## config.mk

```make
export PLATFORM = sky130hd
export DESIGN_NAME = cmd_stream_decoder
export DESIGN_NICKNAME = d
export VERILOG_FILES = /design/src/rtl/cmdd_pkg.sv /design/src/rtl/cmdd_hdr_decode.sv /design/src/rtl/cmdd_pld_track.sv /design/src/rtl/cmd_stream_decoder.sv
export SDC_FILE = /design/constraint.sdc
export NUM_CORES = 1
export LEC_CHECK = 0
export ABC_AREA = 1
export CAP_MARGIN = 20
export CORE_MARGIN = 3
export CORE_UTILIZATION = 45
export DETAILED_ROUTE_END_ITERATION = 12
export PLACE_DENSITY_LB_ADDON = 0.2
export SYNTH_ARGS = -nofsm -noshare
export SYNTH_HDL_FRONTEND = slang
export SYNTH_SLANG_ARGS = --single-unit
```

## constraint.sdc

```tcl
create_clock -name clk -period 4.79 [get_ports clk]
set_input_delay 0.7185 -clock clk [delete_from_list [all_inputs] [get_ports clk]]
set_output_delay 0.7185 -clock clk [all_outputs]
set_load 0.02 [all_outputs]
```

## src/rtl/cmdd_pkg.sv

```systemverilog
package cmdd_pkg;

    localparam int WORD_W     = 32;
    localparam int OPC_W      = 4;
    localparam int OFF_W      = 12;
    localparam int CLS_W      = 10;
    localparam int MASK_W     = 16;
    localparam int SCMASK_W   = 6;
    localparam int CNT_W      = 16;
    localparam int GCNT_W     = 14;
    localparam int LIDX_W     = 8;
    localparam int SUB_W      = 4;
    localparam int IMM_W      = 16;
    localparam int RST_SHIFT  = 4;
    localparam int POP_W      = $clog2(MASK_W + 1);
    localparam int BIT_W      = $clog2(MASK_W);

    localparam logic [OPC_W-1:0] OPC_SETCL   = 4'h0;
    localparam logic [OPC_W-1:0] OPC_INCR    = 4'h1;
    localparam logic [OPC_W-1:0] OPC_NONINCR = 4'h2;
    localparam logic [OPC_W-1:0] OPC_MASK    = 4'h3;
    localparam logic [OPC_W-1:0] OPC_IMM     = 4'h4;
    localparam logic [OPC_W-1:0] OPC_RESTART = 4'h5;
    localparam logic [OPC_W-1:0] OPC_GATHER  = 4'h6;
    localparam logic [OPC_W-1:0] OPC_EXTEND  = 4'hE;

    localparam logic [SUB_W-1:0] SUB_ACQ = 4'h0;
    localparam logic [SUB_W-1:0] SUB_REL = 4'h1;

    typedef enum logic [1:0] {
        LOCK_NONE = 2'd0,
        LOCK_ACQ  = 2'd1,
        LOCK_REL  = 2'd2,
        LOCK_UNK  = 2'd3
    } lock_op_e;

    typedef enum logic [2:0] {
        PM_NONE   = 3'd0,
        PM_STEP   = 3'd1,
        PM_HOLD   = 3'd2,
        PM_MASKED = 3'd3,
        PM_ADDR   = 3'd4
    } pld_mode_e;

    typedef struct packed {
        logic [OPC_W-1:0]  opcode;
        logic [OFF_W-1:0]  offset;
        logic              cls_load;
        logic [CLS_W-1:0]  cls;
        logic [MASK_W-1:0] mask;
        logic [CNT_W-1:0]  count;
        logic [IMM_W-1:0]  imm;
        logic [LIDX_W-1:0] lock_idx;
        lock_op_e          lock_op;
        logic [WORD_W-1:0] restart_addr;
        logic              g_insert;
        logic              g_type;
        logic              undef;
        logic [CNT_W-1:0]  plen;
        pld_mode_e         pmode;
    } hdr_t;

    function automatic logic [POP_W-1:0] pop_mask(input logic [MASK_W-1:0] m);
        logic [POP_W-1:0] c;
        c = '0;
        for (int i = 0; i < MASK_W; i++) begin
            c = c + POP_W'(m[i]);
        end
        return c;
    endfunction

    function automatic logic [BIT_W-1:0] lowest_set(input logic [MASK_W-1:0] m);
        logic [BIT_W-1:0] idx;
        idx = '0;
        for (int i = MASK_W - 1; i >= 0; i--) begin
            if (m[i]) idx = BIT_W'(i);
        end
        return idx;
    endfunction

endpackage

```

## src/rtl/cmdd_hdr_decode.sv

```systemverilog
module cmdd_hdr_decode
    import cmdd_pkg::*;
(
    input  logic [WORD_W-1:0] word,
    output hdr_t              hdr
);

    logic [OPC_W-1:0]  opc;
    logic [OFF_W-1:0]  off_f;
    logic [SUB_W-1:0]  sub_f;
    logic [MASK_W-1:0] scmask;
    logic [MASK_W-1:0] wmask;

    assign opc    = word[31:28];
    assign off_f  = word[27:16];
    assign sub_f  = word[27:24];
    assign scmask = MASK_W'(word[SCMASK_W-1:0]);
    assign wmask  = word[MASK_W-1:0];

    always_comb begin
        hdr        = '0;
        hdr.opcode = opc;
        hdr.pmode  = PM_NONE;
        hdr.lock_op = LOCK_NONE;
        case (opc)
            OPC_SETCL: begin
                hdr.offset   = off_f;
                hdr.cls_load = 1'b1;
                hdr.cls      = word[15:6];
                hdr.mask     = scmask;
                hdr.plen     = CNT_W'(pop_mask(scmask));
                hdr.pmode    = PM_MASKED;
            end
            OPC_INCR: begin
                hdr.offset = off_f;
                hdr.count  = word[CNT_W-1:0];
                hdr.plen   = word[CNT_W-1:0];
                hdr.pmode  = PM_STEP;
            end
            OPC_NONINCR: begin
                hdr.offset = off_f;
                hdr.count  = word[CNT_W-1:0];
                hdr.plen   = word[CNT_W-1:0];
                hdr.pmode  = PM_HOLD;
            end
            OPC_MASK: begin
                hdr.offset = off_f;
                hdr.mask   = wmask;
                hdr.plen   = CNT_W'(pop_mask(wmask));
                hdr.pmode  = PM_MASKED;
            end
            OPC_IMM: begin
                hdr.offset = off_f;
                hdr.imm    = word[IMM_W-1:0];
            end
            OPC_RESTART: begin
                hdr.restart_addr = {word[WORD_W-RST_SHIFT-1:0], {RST_SHIFT{1'b0}}};
            end
            OPC_GATHER: begin
                hdr.offset   = off_f;
                hdr.g_insert = word[15];
                hdr.g_type   = word[14];
                hdr.count    = CNT_W'(word[GCNT_W-1:0]);
                hdr.plen     = CNT_W'(1);
                hdr.pmode    = PM_ADDR;
            end
            OPC_EXTEND: begin
                hdr.lock_idx = word[LIDX_W-1:0];
                if (sub_f == SUB_ACQ)      hdr.lock_op = LOCK_ACQ;
                else if (sub_f == SUB_REL) hdr.lock_op = LOCK_REL;
                else                       hdr.lock_op = LOCK_UNK;
            end
            default: begin
                hdr.undef = 1'b1;
            end
        endcase
    end

endmodule

```

## src/rtl/cmdd_pld_track.sv

```systemverilog
module cmdd_pld_track
    import cmdd_pkg::*;
(
    input  logic              clk,
    input  logic              rst,
    input  logic              hdr_fire,
    input  logic              pld_fire,
    input  logic [OPC_W-1:0]  ld_op,
    input  logic [OFF_W-1:0]  ld_off,
    input  logic              ld_cls_load,
    input  logic [CLS_W-1:0]  ld_cls,
    input  logic [MASK_W-1:0] ld_mask,
    input  logic [CNT_W-1:0]  ld_plen,
    input  pld_mode_e         ld_mode,
    output logic              busy,
    output logic              last,
    output logic [OPC_W-1:0]  cur_op,
    output logic [OFF_W-1:0]  cur_off,
    output pld_mode_e         cur_mode,
    output logic [CLS_W-1:0]  cls
);

    logic [CNT_W-1:0]  rem_q;
    logic [OFF_W-1:0]  base_q;
    logic [MASK_W-1:0] mask_q;
    logic [OPC_W-1:0]  op_q;
    logic [CLS_W-1:0]  cls_q;
    pld_mode_e         mode_q;

    assign busy     = (rem_q != '0);
    assign last     = (rem_q == CNT_W'(1));
    assign cur_op   = op_q;
    assign cur_mode = mode_q;
    assign cls      = cls_q;

    always_comb begin
        if (mode_q == PM_MASKED) cur_off = base_q + OFF_W'(lowest_set(mask_q));
        else                     cur_off = base_q;
    end

    always_ff @(posedge clk) begin
        if (rst) begin
            rem_q  <= '0;
            base_q <= '0;
            mask_q <= '0;
            op_q   <= '0;
            cls_q  <= '0;
            mode_q <= PM_NONE;
        end else if (hdr_fire) begin
            rem_q  <= ld_plen;
            base_q <= ld_off;
            mask_q <= ld_mask;
            op_q   <= ld_op;
            mode_q <= ld_mode;
            if (ld_cls_load) cls_q <= ld_cls;
        end else if (pld_fire) begin
            rem_q <= rem_q - CNT_W'(1);
            if (mode_q == PM_STEP)   base_q <= base_q + OFF_W'(1);
            if (mode_q == PM_MASKED) mask_q <= mask_q & (mask_q - MASK_W'(1));
        end
    end

    AST_PLD_COUNTDOWN: assert property (@(posedge clk) disable iff (rst)
        pld_fire |=> rem_q == $past(rem_q) - CNT_W'(1));

    AST_STEP_ADVANCE: assert property (@(posedge clk) disable iff (rst)
        (pld_fire && mode_q == PM_STEP) |=> base_q == $past(base_q) + OFF_W'(1));

    AST_HOLD_FIXED: assert property (@(posedge clk) disable iff (rst)
        (pld_fire && mode_q == PM_HOLD) |=> $stable(base_q));

    AST_MASK_DROP: assert property (@(posedge clk) disable iff (rst)
        (pld_fire && mode_q == PM_MASKED) |=> $countones(mask_q) == $countones($past(mask_q)) - 1);

    AST_GATHER_ONE: assert property (@(posedge clk) disable iff (rst)
        (hdr_fire && ld_mode == PM_ADDR) |=> rem_q == CNT_W'(1));

    AST_NO_PAYLOAD: assert property (@(posedge clk) disable iff (rst)
        (hdr_fire && ld_plen == '0) |=> !busy);

    AST_STALL_HOLD: assert property (@(posedge clk) disable iff (rst)
        (!hdr_fire && !pld_fire) |=> $stable(rem_q) && $stable(base_q) && $stable(mask_q));

    AST_RESET_IDLE: assert property (@(posedge clk) disable iff (rst)
        $past(rst) |-> (rem_q == '0 && cls_q == '0));

endmodule

```

## src/rtl/cmd_stream_decoder.sv

```systemverilog
module cmd_stream_decoder
    import cmdd_pkg::*;
(
    input  logic              clk,
    input  logic              rst,
    input  logic              in_valid,
    input  logic [31:0]       in_word,
    output logic              in_ready,
    input  logic              out_ready,
    output logic              out_valid,
    output logic              out_is_hdr,
    output logic              out_is_pld,
    output logic [3:0]        out_opcode,
    output logic [9:0]        out_class,
    output logic [11:0]       out_offset,
    output logic [15:0]       out_mask,
    output logic [15:0]       out_count,
    output logic [15:0]       out_imm,
    output logic [7:0]        out_lock_idx,
    output logic [1:0]        out_lock_op,
    output logic [31:0]       out_restart_addr,
    output logic              out_gth_insert,
    output logic              out_gth_type,
    output logic              out_gth_addr,
    output logic              out_undef,
    output logic              out_pld_last,
    output logic [31:0]       out_data
);

    hdr_t              hdr;
    logic              busy;
    logic              last;
    logic [OPC_W-1:0]  cur_op;
    logic [OFF_W-1:0]  cur_off;
    pld_mode_e         cur_mode;
    logic [CLS_W-1:0]  cls_q;
    logic              fire;
    logic              is_hdr;
    logic              is_pld;
    logic [1:0]        lock_bits;

    cmdd_hdr_decode u_dec (
        .word (in_word),
        .hdr  (hdr)
    );

    assign fire   = in_valid && out_ready;
    assign is_hdr = in_valid && !busy;
    assign is_pld = in_valid && busy;

    cmdd_pld_track u_trk (
        .clk         (clk),
        .rst         (rst),
        .hdr_fire    (fire && !busy),
        .pld_fire    (fire && busy),
        .ld_op       (hdr.opcode),
        .ld_off      (hdr.offset),
        .ld_cls_load (hdr.cls_load),
        .ld_cls      (hdr.cls),
        .ld_mask     (hdr.mask),
        .ld_plen     (hdr.plen),
        .ld_mode     (hdr.pmode),
        .busy        (busy),
        .last        (last),
        .cur_op      (cur_op),
        .cur_off     (cur_off),
        .cur_mode    (cur_mode),
        .cls         (cls_q)
    );

    assign lock_bits = hdr.lock_op;

    assign in_ready         = out_ready;
    assign out_valid        = in_valid;
    assign out_is_hdr       = is_hdr;
    assign out_is_pld       = is_pld;
    assign out_opcode       = is_pld ? cur_op : hdr.opcode;
    assign out_class        = (is_hdr && hdr.cls_load) ? hdr.cls : cls_q;
    assign out_offset       = is_pld ? cur_off : hdr.offset;
    assign out_mask         = is_hdr ? hdr.mask : '0;
    assign out_count        = is_hdr ? hdr.count : '0;
    assign out_imm          = is_hdr ? hdr.imm : '0;
    assign out_lock_idx     = is_hdr ? hdr.lock_idx : '0;
    assign out_lock_op      = is_hdr ? lock_bits : 2'b00;
    assign out_restart_addr = is_hdr ? hdr.restart_addr : '0;
    assign out_gth_insert   = is_hdr && hdr.g_insert;
    assign out_gth_type     = is_hdr && hdr.g_type;
    assign out_gth_addr     = is_pld && (cur_mode == PM_ADDR);
    assign out_undef        = is_hdr && hdr.undef;
    assign out_pld_last     = is_pld && last;
    assign out_data         = in_word;

    AST_STALL_NOT_TAKEN: assert property (@(posedge clk) disable iff (rst)
        (in_valid && !out_ready) |-> !in_ready);

    AST_LAST_THEN_HDR: assert property (@(posedge clk) disable iff (rst)
        (out_pld_last && out_ready) |=> !busy);

endmodule

```

Word-level counts from Yosys, hierarchy flattened

Index checks and enable logic that the tools add are counted.

Flip-flop bits (word level): 61
Bits of input ports: 36

Bitwise gates (word level): 1
Reduce and logical (&&, ||, !) cells: 24
Muxes and demuxes: 47
$add $sub $neg: 19
Equal/unequal tests: 12

Operator list:

| cell                  | number |
|---|---|
| $mux 16               | 9 |
| $pmux 19 s5           | 1 |
| $mux 12               | 6 |
| $mux 4                | 18 |
| $add 5x1->5           | 14 |
| $mux 32               | 2 |
| $pmux 16 s2           | 2 |
| $sub 16x1->16 const B | 2 |
| $mux 10               | 2 |
| $and 16x16->16        | 1 |
| $eq 16x1->1 const B   | 1 |
| $reduce_bool 16->1    | 1 |
| $add 12x1->12 const B | 1 |
| $add 12x4->12         | 1 |
| $eq 4x3->1 const B    | 3 |
| $logic_and 1x1->1     | 11 |
| $mux 11               | 1 |
| $eq 4x1->1 const B    | 2 |
| $eq 4x2->1 const B    | 2 |
| $logic_not 4->1       | 2 |
| $mux 8                | 1 |
| $reduce_or 8->1       | 1 |
| $mux 2                | 3 |
| $reduce_and 2->1      | 3 |
| other kinds (10)      | 13 |

Depth between registers and ports, before layout

Depth after elaboration: 20
Gate-level depth with buffers: 25
Mapped depth without buffers: 25

Modules after synthesis

From an unflattened synthesis, not the netlist that was laid out.

Cells, all modules: 1095
Area total of the unflattened synthesis: 6246.0 um^2

Modules (own cells, without submodules):

| module             | seq. area each (um^2) | cells each | instances | area each (um^2) |
|---|---|---|---|---|
| cmdd_pld_track     | 1221.2                | 500        | 1         | 3467.1 |
| cmd_stream_decoder | 0.0                   | 328        | 1         | 1412.6 |
| cmdd_hdr_decode    | 0.0                   | 267        | 1         | 1366.3 |

Worst setup path after synthesis

Ideal clock, no wire load.

Path type: input -> register
From: in in_word[0]
To: reg u_trk.rem_q[2]
Library setup time: 0.115 ns
Cell stages on the path: 16
Arrival time: 4.346 ns
Path buffers: 0
Setup slack: 0.328 ns
Path through: ha_1 > inv_1 > fa_1 > fa_1 > inv_1 > fa_1 > inv_1 > fa_1 > fa_1 > fa_1 > nor2_1 > nor3b_1 > o21ai_0 > o21ai_0 > o21ai_0 > inv_1

Word-level cells in the longest chain between the ends: 17

Ends and longest elaborated chain:

| element                       | RTL line                | text |
|---|---|---|
| start, declared               | cmd_stream_decoder.sv:7 | `input logic [31:0] in_word,` |
| $add 1x1->2 (*)               | cmdd_pkg.sv:67          | `c = c + POP_W'(m[i]);` |
| $add 5x1->5 (*) (4 in series) | cmdd_pkg.sv:67          |  |
| $add 5x1->5 (10 in series)    | cmdd_pkg.sv:67          |  |
| $pmux 19 s5 (*)               | cmdd_hdr_decode.sv:25   | `case (opc)` |
| $mux 16 (*)                   | cmdd_pld_track.sv:49    | `end else if (hdr_fire) begin` |
| end signal, assigned          | cmdd_pld_track.sv:50    | `rem_q <= ld_plen;` |
| end signal, assigned          | cmdd_pld_track.sv:57    | `rem_q <= rem_q - CNT_W'(1);` |
| end, declared                 | cmdd_pld_track.sv:23    | `logic [CNT_W-1:0] rem_q;` |

Every way passes the cells marked *; elsewhere a longest branch is shown, timed or not.
A chain may end at the register's enable or synchronous reset.

Worst setup path after layout

From: in in_word[1]
To: reg u_trk.rem_q[4]

The elaborated chain is that of the path after synthesis.

==> metrics list <==
- STA puts the critical path data required time at 5.06 ns.
- The top cell type by area accounts for 22.7% of the synthesized area.
* Worst reg2reg setup slack: 1.89 ns
- Area occupied by multi-input gates: 3240 um2
- Number of nets with antenna violations after detailed routing: 0
- The count of buffers added on input and output ports is 188.
* Clock latency of the later-clocked register in the worst-skew pair: 0.33 ns
- Register cell area after layout: 1220 um2
- The worst register-to-register path ends at u_trk.rem_q[13].
* Critical R2R Launch: u_trk.rem_q[0]
* Post-Synthesis Cell Area: 5390 um2
- The design draws 1.70 mW.
- Termination of the worst setup path: u_trk.rem_q[4]
- 193 I/O pins were placed.
- After detailed routing, the number of vias per cell comes to 5.30.
- The via count of the first global-routing pass was 5782.
- The final number of max-transition violations was 0.
- Along the worst path, the maximum fanout reaches 3.
* Area of the die: 13300 um2
- For this run, the detailed router's first-pass iteration total came to 6.
* Slew @ Worst Pin: 0.759 ns
- Worst hold margin: 0.457 ns
- STA classifies the critical path startpoint as a primary input.
- Count of H-tree levels built during CTS: 3
- # setup viols final: 0
- In this run, placement finished with an instance count of 1147.
- First element of the critical path: in_word[1]
- The cell count after synthesis came out at 867.
- Sequential fraction of the synthesis area: 22.7%
- The floorplan has 39 rows.
* Number of design rule violations left after detail routing: 0
- Wire length of the first global-routing pass: 30100 um
- Floorplan die width: 115 um
- The largest total area in the synthesized netlist belongs to dfxtp_1.
- Across the run, the number of max-cap violations was 0.
- Commonest non-fill, non-tap cell in the layout: clkdlybuf4s50_1
- For this block, the via count after detailed routing is 6163.
- The synthesized netlist devotes 4.71% of its cell area to XOR and XNOR gates.
- The min-delay analysis places its worst path in the category reg2reg.
* Power density cells: 228 nW/um2
- Most frequent CP cell: fa_1
* WS Path Type: in2reg
- Final hold violation count: 0
- For this design, the slowest cell found on the critical path is fa_1.
- The largest single stage delay on the critical path is 0.56 ns.
* DRT iter0 DRCs: 681
* TritonCTS Sinks: 61
- During synthesis, Yosys emitted a total of 0 warnings.
- For this configuration, the core starts out at a cell density of 46.6%.
* Filler cell count: 1078
* Rel. slew slack: 49.3%
- Detailed-route wire length: 19100 um
- Summed over all layers, the global routing overflow is 0.
- Across the routed clock network, the largest skew measured is 0.00719 ns.
- Cts bufs inserted: 9
- Number of hold buffers added after cts: 0
* Maximum number of pins on one net before global-route repair: 39
- The wire-length estimate of the detail-placed layout is 14500 um.
- The synthesized netlist devotes 29.6% of its cell area to simple gates.
- The congestion estimate from routability-driven global placement came to 0.905.
- Of the post-synthesis cell area, the part taken by muxes is 0%.
- N_diodes: 0
- The worst path in the final design needs a cycle of 4.64 ns, including I/O delays and setup.
- In the post-synthesis netlist, the biggest area contributors are dfxtp_1, nand2_1, inv_1.
* Worst r2r path cells: 13
- Per-cell routed wire length: 16.5 um
* Number of nets in the layout: 1075
- Leakage dissipation: 3.07 nW
* Combinational family with the most area after synthesis: simple AND/OR/NAND/NOR gates
- The worst path uses 96.9% of the clock period.
- The critical path goes through clkbuf_2 -> ha_1 -> inv_2 -> fa_1 -> fa_1 -> inv_2 -> fa_1 -> inv_2 -> fa_1 -> fa_2 -> fa_2 -> nor2_4 -> nor2_2 -> o32ai_1 -> nand2_1 -> o21ai_2 -> o21ai_1 -> inv_1.
- CTS clk-pin slew, worst paths: 0.05 ns
- Most frequent cells in the layout: clkdlybuf4s50_1, nand2_1, inv_1, nor2_1, o21ai_0
* Min-delay src: u_trk.cls[2]
- Count of distinct cell types in the synthesized netlist: 42
* Max Clk Rate: 215 MHz
- CTS root buf: clkbuf_16
* Fraction of the mapped netlist area in compound gates: 18.3%
* Data arrival time at the worst-slack endpoint: 4.92 ns
* CTS tree: done
- The region available for standard cell placement spans 11600 um2.
- In this run the mean area of a mapped cell was 6.21 um2.
- Counting flops and latches in the post-synthesis netlist gives 61.
- CP endpoint kind: flop
* Syn-to-layout area delta: 38.4%
* Adder-cell share of the synthesized area: 6.87%
* Outcome: finished clean
- Die Ht: 115 um
* Initial antenna violation count: 0
- Total routing resource utilization after global routing: 28.5%
- The count of cells in the finished layout, fillers not included, comes to 1163.
* Share of cells above drive strength 1: 8.43%
* Clock Tree Buf Depth: 2
- Worst ir drop on vdd: 0.142 mV
[where the power goes]
part | internal, mW | total, mW | switching (mW) | leakage [nW]
registers | 0.523 | 0.537 | 0.0139 | 0.495
logic | 0.226 | 0.542 | 0.316 | 2.43
clock network | 0.389 | 0.620 | 0.231 | 0.139
total | 1.14 | 1.70 | 0.561 | 3.07
[critical path, delay by kind of cell]
kind	cells	cell delay, ns
fa+ha+maj	7	3.18
compound gates	3	0.46
simple gates	3	0.30
buf+inv	5	0.27
[cell families after synthesis]
kind of cell	after synthesis
flops	61
xor+xnor	29
compound gates	182
buf+inv	207
fa+ha+maj	23
other cells	1
simple gates	364
[final cells by class]
type                            instances  share of cell area [%]
Clock buffer                           14                    3.68
Clock inverter                          1                  0.0671
Inverter                              135                    6.81
Multi-Input combinational cell        602                    43.5
Sequential cell                        61                    16.4
Tap cell                              143                    2.40
Timing Repair Buffer                  207                    27.2
[metal layers]
metal | wire length (um) | vias to the layer above | track usage [%]
li1 | - | 3024 | -
met1 | 8010 | 2844 | 36.5
met2 | 9230 | 247 | 48.1
met3 | 1200 | 48 | 4.91
met4 | 700 | 0 | 11.0
met5 | 0 | - | 0
[sequential cells by signal (all words and copies together) (netlist names)]
name / cells
u_trk.cls: 10
u_trk.rem_q: 16
u_trk.cur_op: 4
u_trk.cur_mode: 3
u_trk.mask_q: 16
u_trk.base_q: 12
[synth_stat cells (all sizes together)]
| cell | n |
|---|---|
| o211ai | 7 |
| o21ai | 86 |
| dfxtp | 61 |
| nand2 | 156 |
| nand4 | 5 |
| clkinv | 2 |
| nor3b | 1 |
| inv | 133 |
| nand3b | 1 |
| nand3 | 40 |
| a31oi | 13 |
| o22ai | 4 |
| o311ai | 1 |
| nor4 | 6 |
| nor2 | 138 |
| o32ai | 1 |
| conb | 1 |
| a21oi | 63 |
| xnor2 | 4 |
| o31ai | 1 |
| o21bai | 2 |
| o221ai | 1 |
| buf | 48 |
| fa | 11 |
| xor2 | 25 |
| a211oi | 2 |
| or2 | 1 |
| ha | 12 |
| nor3 | 16 |
| o21a | 1 |
| clkbuf | 24 |
[stage by stage]
stage          instance area [um2]  setup TNS [ns]  setup WS (ns)  utilization (%)
3_5_place_dp                  7140           -1.20         -0.349             61.8
4_1_cts                       7430               0         0.0455             64.3
6_report                      7460               0          0.148             64.5
2_1_floorplan                 5400               0          0.328                -
3_3_place_gp                  7140           -1.00         -0.328             61.8
5_1_grt                       7460        -0.00479       -0.00479             64.5
[how the worst min path moves through the flow]
stage,to,slack (ns),cells past startpoint
floorplan,u_trk.cls[9],0.42,2
global placement,u_trk.cls[9],0.44,2
detailed placement,u_trk.cls[9],0.45,2
CTS,u_trk.cls[9],0.46,2
global route,u_trk.cls[4],0.48,2
finish,u_trk.cls[2],0.46,2
[repair_timing]
item	in CTS	in global routing
setup endpoints to repair	2	8
buffers inserted	0	1
resized for setup	3	21
pin swaps	1	11
No activity file was read; power rests on OpenSTA's default activity.
